--- src/rtl/dmaArbPkg.sv ---
package dmaArbPkg;
  typedef enum logic [1:0] {
    ARB_IDLE,
    ARB_WAIT,
    ARB_OWN
  } arbState_e;

  typedef struct packed {
    logic load;
    logic clear;
  } arbStrobe_t;
endpackage

--- src/rtl/dmaArbPath.sv ---
module dmaArbPath
  import dmaArbPkg::*;
#(
  parameter int CH = 4
) (
  input  logic          clk,
  input  logic          rstN,
  input  logic [CH-1:0] req,
  input  logic [CH-1:0] mask,
  input  arbStrobe_t    strb,
  output logic          anyPend,
  output logic          grantLive,
  output logic [CH-1:0] grantQ
);
  localparam logic [CH-1:0] ONE = {{(CH-1){1'b0}}, 1'b1};

  logic [CH-1:0] pend;
  logic [CH-1:0] pick;

  assign pend      = req & ~mask;
  assign pick      = pend & (~pend + ONE);
  assign anyPend   = |pend;
  assign grantLive = |(grantQ & pend);

  always_ff @(posedge clk) begin
    if (!rstN)           grantQ <= '0;
    else if (strb.clear) grantQ <= '0;
    else if (strb.load)  grantQ <= pick;
  end

  // a fresh grant always lands on a channel that was pending and unmasked
  a_r2_grant_pending: assert property (@(posedge clk) disable iff (!rstN)
    $rose(|grantQ) |-> |(grantQ & $past(pend)));

  // an active grant never moves to another channel
  a_r6_no_preempt: assert property (@(posedge clk) disable iff (!rstN)
    ((|grantQ) && (|$past(grantQ))) |-> (grantQ == $past(grantQ)));
endmodule

--- src/rtl/dmaArbCtl.sv ---
module dmaArbCtl
  import dmaArbPkg::*;
(
  input  logic       clk,
  input  logic       rstN,
  input  logic       anyPend,
  input  logic       grantLive,
  input  logic       holdAck,
  output arbStrobe_t strb,
  output logic       holdReq
);
  arbState_e st, nxt;

  always_comb begin
    nxt  = st;
    strb = '0;
    case (st)
      ARB_IDLE: if (anyPend) nxt = ARB_WAIT;
      ARB_WAIT: begin
        if (!anyPend) nxt = ARB_IDLE;
        else if (holdAck) begin
          nxt       = ARB_OWN;
          strb.load = 1'b1;
        end
      end
      ARB_OWN: begin
        if (!holdAck || !grantLive) begin
          nxt        = ARB_IDLE;
          strb.clear = 1'b1;
        end
      end
      default: nxt = ARB_IDLE;
    endcase
  end

  always_ff @(posedge clk) begin
    if (!rstN) st <= ARB_IDLE;
    else       st <= nxt;
  end

  assign holdReq = (st != ARB_IDLE);
endmodule

--- src/rtl/dmaCascadeArb.sv ---
module dmaCascadeArb
  import dmaArbPkg::*;
#(
  parameter int CH = 4
) (
  input  logic              clk,
  input  logic              rstN,
  input  logic              cfgWe,
  input  logic [2*CH-1:0]   cfgMask,
  input  logic              cfgLink,
  input  logic [CH-1:0]     reqSub,
  input  logic [CH-2:0]     reqMain,
  input  logic              cpuHoldAck,
  output logic              cpuHoldReq,
  output logic [CH-1:0]     ackSub,
  output logic [CH-2:0]     ackMain
);
  localparam int NCTL = 2;
  localparam int TOT  = NCTL * CH;
  localparam int SUB  = 0;
  localparam int MST  = 1;

  logic [TOT-1:0]           maskQ;
  logic                     linkQ;
  logic [NCTL-1:0][CH-1:0]  ctlReq;
  logic [NCTL-1:0][CH-1:0]  ctlGrant;
  logic [NCTL-1:0]          ctlHoldReq;
  logic [NCTL-1:0]          ctlHoldAck;
  logic [NCTL-1:0]          ctlAnyPend;

  always_ff @(posedge clk) begin
    if (!rstN) begin
      maskQ <= '1;
      linkQ <= 1'b0;
    end else if (cfgWe) begin
      maskQ <= cfgMask;
      linkQ <= cfgLink;
    end
  end

  // subordinate hold pair rides on master local channel 0 (logical 4)
  assign ctlReq[SUB]     = reqSub;
  assign ctlReq[MST]     = {reqMain, ctlHoldReq[SUB] & linkQ};
  assign ctlHoldAck[SUB] = ctlGrant[MST][0];
  assign ctlHoldAck[MST] = cpuHoldAck;

  for (genvar c = 0; c < NCTL; c++) begin : g_ctl
    arbStrobe_t strb;
    logic       grantLive;

    dmaArbPath #(.CH(CH)) u_path (
      .clk       (clk),
      .rstN      (rstN),
      .req       (ctlReq[c]),
      .mask      (maskQ[c*CH +: CH]),
      .strb      (strb),
      .anyPend   (ctlAnyPend[c]),
      .grantLive (grantLive),
      .grantQ    (ctlGrant[c])
    );

    dmaArbCtl u_ctl (
      .clk       (clk),
      .rstN      (rstN),
      .anyPend   (ctlAnyPend[c]),
      .grantLive (grantLive),
      .holdAck   (ctlHoldAck[c]),
      .strb      (strb),
      .holdReq   (ctlHoldReq[c])
    );

    // a controller only takes a grant while its hold acknowledge is high
    a_r4_grant_after_ack: assert property (@(posedge clk) disable iff (!rstN)
      $rose(|ctlGrant[c]) |-> $past(ctlHoldAck[c]));
  end

  assign cpuHoldReq = ctlHoldReq[MST];
  assign ackMain    = ctlGrant[MST][CH-1:1];
  assign ackSub     = ctlGrant[SUB] & {CH{ctlGrant[MST][0]}};

  // hold request only rises after the master saw a pending request
  a_r3_hold_cause: assert property (@(posedge clk) disable iff (!rstN)
    $rose(cpuHoldReq) |-> $past(ctlAnyPend[MST]));

  // withdrawal of hold acknowledge clears every device acknowledge
  a_r7_ack_drop: assert property (@(posedge clk) disable iff (!rstN)
    $fell(cpuHoldAck) |=> ((ackMain == '0) && (ackSub == '0)));

  // the link channel is granted only while link mode was enabled
  a_r8_link_gate: assert property (@(posedge clk) disable iff (!rstN)
    $rose(ctlGrant[MST][0]) |-> $past(linkQ));
endmodule

--- config.mk ---
export PLATFORM = sky130hd
export DESIGN_NAME = dmaCascadeArb
export DESIGN_NICKNAME = d
export VERILOG_FILES = /design/src/rtl/dmaArbPkg.sv /design/src/rtl/dmaArbPath.sv /design/src/rtl/dmaArbCtl.sv /design/src/rtl/dmaCascadeArb.sv
export SDC_FILE = /design/constraint.sdc
export NUM_CORES = 1
export LEC_CHECK = 0
export CORE_ASPECT_RATIO = 1.4
export CORE_UTILIZATION = 40
export CTS_BUF_LIST = sky130_fd_sc_hd__clkbuf_4 sky130_fd_sc_hd__clkbuf_8 sky130_fd_sc_hd__clkbuf_16
export CTS_CLUSTER_DIAMETER = 120
export DETAILED_ROUTE_END_ITERATION = 8
export DONT_BUFFER_PORTS = 1
export GPL_ROUTABILITY_DRIVEN = 0
export PLACE_DENSITY = 0.66
export SLEW_MARGIN = 0
export SYNTH_ARGS = -nofsm -noshare
export SYNTH_HDL_FRONTEND = slang
export SYNTH_SLANG_ARGS = --single-unit
export TNS_END_PERCENT = 30
--- constraint.sdc ---
create_clock -name clk -period 3 [get_ports clk]
set_clock_uncertainty 0.2 [all_clocks]
set_input_delay 0.3 -clock clk [delete_from_list [all_inputs] [get_ports clk]]
set_output_delay 0.3 -clock clk [all_outputs]
set_load 0.005 [all_outputs]
# Word level (Yosys, flattened, before mapping)
# Index checks and enable logic that the tools add are counted.
# word_totals
ff_bits	21
output_inout_bits	8
elab_cells	69
# op_classes
add_sub_neg	2
eq_ne	10
n_mux	20
bitwise_logic	13
n_reduce_logical	18
# op_table
op	count
$and 4x4->4	7
$mux 2	8
$not 4->4	4
$reduce_or 4->1	4
$pmux 2 s3	2
$mux 1	10
$add 4x1->4 const B	2
$ne 2x1->1 const B	4
$reduce_and 3->1	2
$eq 2x1->1 const B	2
$eq 2x2->1 const B	2
$logic_not 1->1	4
$logic_not 2->1	2
$reduce_bool 2->1	2
$reduce_or 2->1	2
$ne 3x2->1 const B	1
$ne 3x3->1 const B	1
$logic_or 1x1->1	2
$and 1x1->1	1
$not 1->1	1

# Logic depth before layout (Yosys ltp)
# logic_depth
depth_word	10
mapped_depth	4

# Cells and area by module
# From an unflattened synthesis, not the netlist that was laid out.
# unflattened
hier_cells	110
area_unflattened_um2	1041.0
# modules_own_cells
mod	instances	cells_each	area_per_inst_um2	seq_area_each_um2
dmaArbPath	2	26	236.5	80.1
dmaCascadeArb	1	34	352.8	180.2
dmaArbCtl	2	12	107.6	40.0

# Worst setup path before layout
# OpenSTA, ideal clock, no wires.
# synth_path
kind	register to register
start	register maskQ[1]
end	register g_ctl[0].u_path.grantQ[3]
setup_time_ns	0.122
arrival_ns	1.131
setup_slack_ns	1.547
stages_incl_launch_ff	5
path_buffers	0
synth_period_minus_slack_ns	1.453
path_cell_list	dfxtp_1 > and3b_1 > a2111oi_4 > a2bb2oi_2 > nor3_1
# synth_via
elab_chain_cells	9
word_cells_on_any_way	15
cone_classes	add/sub: 1; mux: 4; bitwise: 5; reduce/logical: 5
# synth_rtl
element	line_no	source
from (decl)	dmaCascadeArb.sv:23	logic [TOT-1:0] maskQ;
from (signal assigned)	dmaCascadeArb.sv:36	maskQ <= cfgMask;
$not 4->4 *	dmaArbPath.sv:20	assign pend = req & ~mask;
$and 4x4->4 *	dmaArbPath.sv:20	
$and 4x4->4	dmaArbPath.sv:23	assign grantLive = |(grantQ & pend);
$reduce_or 4->1	dmaArbPath.sv:23	
$logic_not 1->1	dmaArbCtl.sv:27	if (!holdAck || !grantLive) begin
$logic_or 1x1->1	dmaArbCtl.sv:27	
$mux 1	dmaArbCtl.sv:27	
$mux 1	dmaArbCtl.sv:17	case (st)
$reduce_or 2->1 (no line)	-	
to (signal assigned)	dmaArbPath.sv:28	else if (strb.load) grantQ <= pick;
to (decl)	dmaArbPath.sv:13	output logic [CH-1:0] grantQ
# Every way passes the cells marked *; elsewhere a longest branch is shown, timed or not.
# A chain may end at the register's enable or synchronous reset.

# Worst setup path after layout
# layout_path
start	input port rstN
end	register maskQ[6]
# layout_rtl
element	line_no	source
from (decl)	dmaCascadeArb.sv:7	input logic rstN,
# No word-level cell between the ends.

==> impl_metrics.tcl <==
set metrics [dict create \
    clkSinkCount 21 \
    worst_pin_slew_ns 0.558 \
    crit_fanout 14 \
    cpMostUsedCell "dlygate4sd3_1" \
    fin_cells 171 \
    startpoint_type "primary input" \
    nNetsFinal 156 \
    post_cts.repair.setup_buffers 0 \
    grt_overflow 0 \
    sequentialPowerShare 0.583 \
    critPathBufInv 2 \
    io_pins 28 \
    initial_core_util 0.431 \
    final_layout_size_suffix_gt1_frac 0.133 \
    final.fill_count 257 \
    yosysTopAreaCell "dfxtp_1" \
    grt_max_degree 15 \
    setup_viol 0 \
    num_vias 958 \
    synth_area_mm2 0.00115 \
    min_period_ns 1.92 \
    cts_max_level 1 \
    holdCritStartpoint "reqMain[1]" \
    synth_edf_count 0 \
    grtUsageTotal 0.198 \
    hold_viol 0 \
    rsz0062_at_grt "no" \
    yosysUniqueCellTypes 43 \
    ant_nets 0 \
    clkLatencyLatePin_ns 0.31 \
    yosysMostFrequentCell "dfxtp_1" \
    cap_violations 0 \
    seq_area_frac_synth 0.365 \
    critical_path_class "primary input to flop" \
    grt_pass1_vias 1003 \
    cp.arrival_ns 1.92 \
    relSlewSlack 0.627 \
    status "complete, no violations" \
    root_buffer "clkbuf_4" \
    startpoint "rstN" \
    ys_warn_count 0 \
    drt-total-wl_um 2600 \
    place_inst 149 \
    max_stage_delay_ns 0.89 \
    max_freq_mhz 522 \
    cts_tree "yes" \
    crit_required_ns 3.01 \
    final_max_slew_viol_count 0 \
    die_width_um 47.3 \
    dieArea_mm2 0.00310 \
    diodes 0 \
    grt_pass1_wl_um 4420 \
    syn_nets 139 \
    hold_class "primary input to flop" \
    viasPerCell 5.60 \
    rows 22 \
    path_cells "dlygate4sd3_1 > o211ai_1 > dlygate4sd3_1" \
    ys_seq_elements 21 \
    synth_top_cells_by_area "dfxtp_1 (37%), mux2i_1 (7.0%), nand2_1 (3.9%)" \
    numCtsBuffers 3 \
    crit_slowest_cell "dlygate4sd3_1" \
    die_y_um 65.5 \
    antenna_found_initial 0 \
    dp_hpwl_um 1820 \
    power.leakage_nw 0.544 \
    period_share 0.639 \
    powerDensity_mw_per_mm2 375 \
    endpoint_kind "flop" \
    peakVddDrop_v 0.000254 \
    path_clk_slew_ns 0.12 \
    synth-main-ff-cell "dfxtp_1" \
    core-area_mm2 0.00267 \
    drtPass1Iterations 5 \
    clockBufferDepth 2 \
    io_buffers 0 \
    p_int_uw 382 \
    combPwrFrac 0.144 \
    p_clk_frac 0.273 \
    drt_first_iter_violations 24 \
    setup_tns_ns 0 \
    syn-instance-count 119 \
    rr_startpoint "g_ctl[0].u_ctl.st[1]" \
    synthArstFlopShare 0 \
    path_delay_family "buffers and inverters" \
    route.detailed.drc 0 \
    sw_frac_of_total 0.256 \
    p_switching_uw 131 \
    syn_area_per_cell_um2 9.67 \
    wl_per_cell_um 15.2 \
    syn2layout_area_growth_pct 18.9 \
    synth_top_area_share 0.365 \
    netlist_top_cells_count "dfxtp_1 (21), nand2_1 (12), nor2_1 (9)" \
]
[state kept, by name (all words and copies together) (netlist names)]
name / cells
linkQ: 1
g_ctl.u_path.grantQ: 8
maskQ: 8
g_ctl.u_ctl.st: 4
[area by class of cell]
| class | count | area [um^2] | area share |
|---|---|---|---|
| multi-input combinational | 89 | 684 | 0.500 |
| tap | 36 | 45.0 | 0.0329 |
| clock buffer | 3 | 22.5 | 0.0165 |
| inverter | 3 | 11.3 | 0.00823 |
| sequential | 21 | 420 | 0.307 |
| clock inverter | 1 | 5.00 | 0.00366 |
| timing repair buffer | 18 | 180 | 0.132 |
[power groups by stage]
stage               Sequential [mW]  Clock (mW)  Combinational [mW]
floorplan                     0.302           0              0.0468
global placement              0.304           0              0.0457
detailed placement            0.305           0              0.0474
CTS                           0.299       0.140              0.0729
global route                  0.301       0.158              0.0796
finish                        0.299       0.140              0.0738
[cells in the final DEF (no fill, tap or decap), types with 2 or more instances in the layout]
cell type / instances
dfxtp_1: 21
dlygate4sd3_1: 18
nand2_1: 12
nor2_1: 9
mux2i_1: 8
a21oi_1: 6
nor2b_1: 5
and3b_1: 5
and2_1: 4
nand2b_1: 3
inv_1: 3
a22oi_1: 3
clkbuf_4: 3
nand3_1: 2
nor3_1: 2
or2b_1: 2
a21oi_2: 2
and3_1: 2
[metrics by stage]
step	setup slack [ns]	hold WS, ns	area (um^2)	total power, mW	utilization
after floorplan	1.55	0.228	1150	0.349	-
after global placement	1.44	0.166	1160	0.350	0.435
after detailed placement	1.42	0.168	1160	0.353	0.435
after CTS	1.09	0.0293	1370	0.512	0.513
after global routing	1.05	0.0270	1370	0.539	0.513
final	1.08	0.0373	1370	0.513	0.513
[layer usage]
| metal | up-vias | GRT usage | wire length (um) |
|---|---|---|---|
| li1 | 463 | - | - |
| met1 | 456 | 0.230 | 1050 |
| met2 | 33 | 0.322 | 1360 |
| met3 | 6 | 0.0522 | 145 |
| met4 | 0 | 0.0929 | 43 |
| met5 | - | 0 | 0 |
[repair_timing]
action / CTS / global route
resized for setup: 0 / 0
endpoints found under the hold margin: 20 / 0
hold buffers: 18 / 0
[tightest hold or removal path: stages]
cell      delay [ns]
a221oi_4        0.06
nand3_1         0.09
a21oi_1         0.06
[cell families after synthesis]
group                  Yosys count  synth area share
AOI/OAI and AO/OA               26             0.232
buffers and inverters            9            0.0402
and+or+nand+nor                 55             0.293
muxes                            8            0.0696
DFF                             21             0.365
[path summary, 6_finish.rpt]
check	end	slack, ns	depth (start not counted)
worst max-delay path	maskQ[6]	1.08	3
worst max register to register	g_ctl[1].u_ctl.st[0]	1.39	4
worst min register to register	g_ctl[1].u_path.grantQ[2]	0.33	2
worst min-delay path	g_ctl[1].u_path.grantQ[0]	0.04	3
Note: power is estimated with default switching activity, not from simulation.
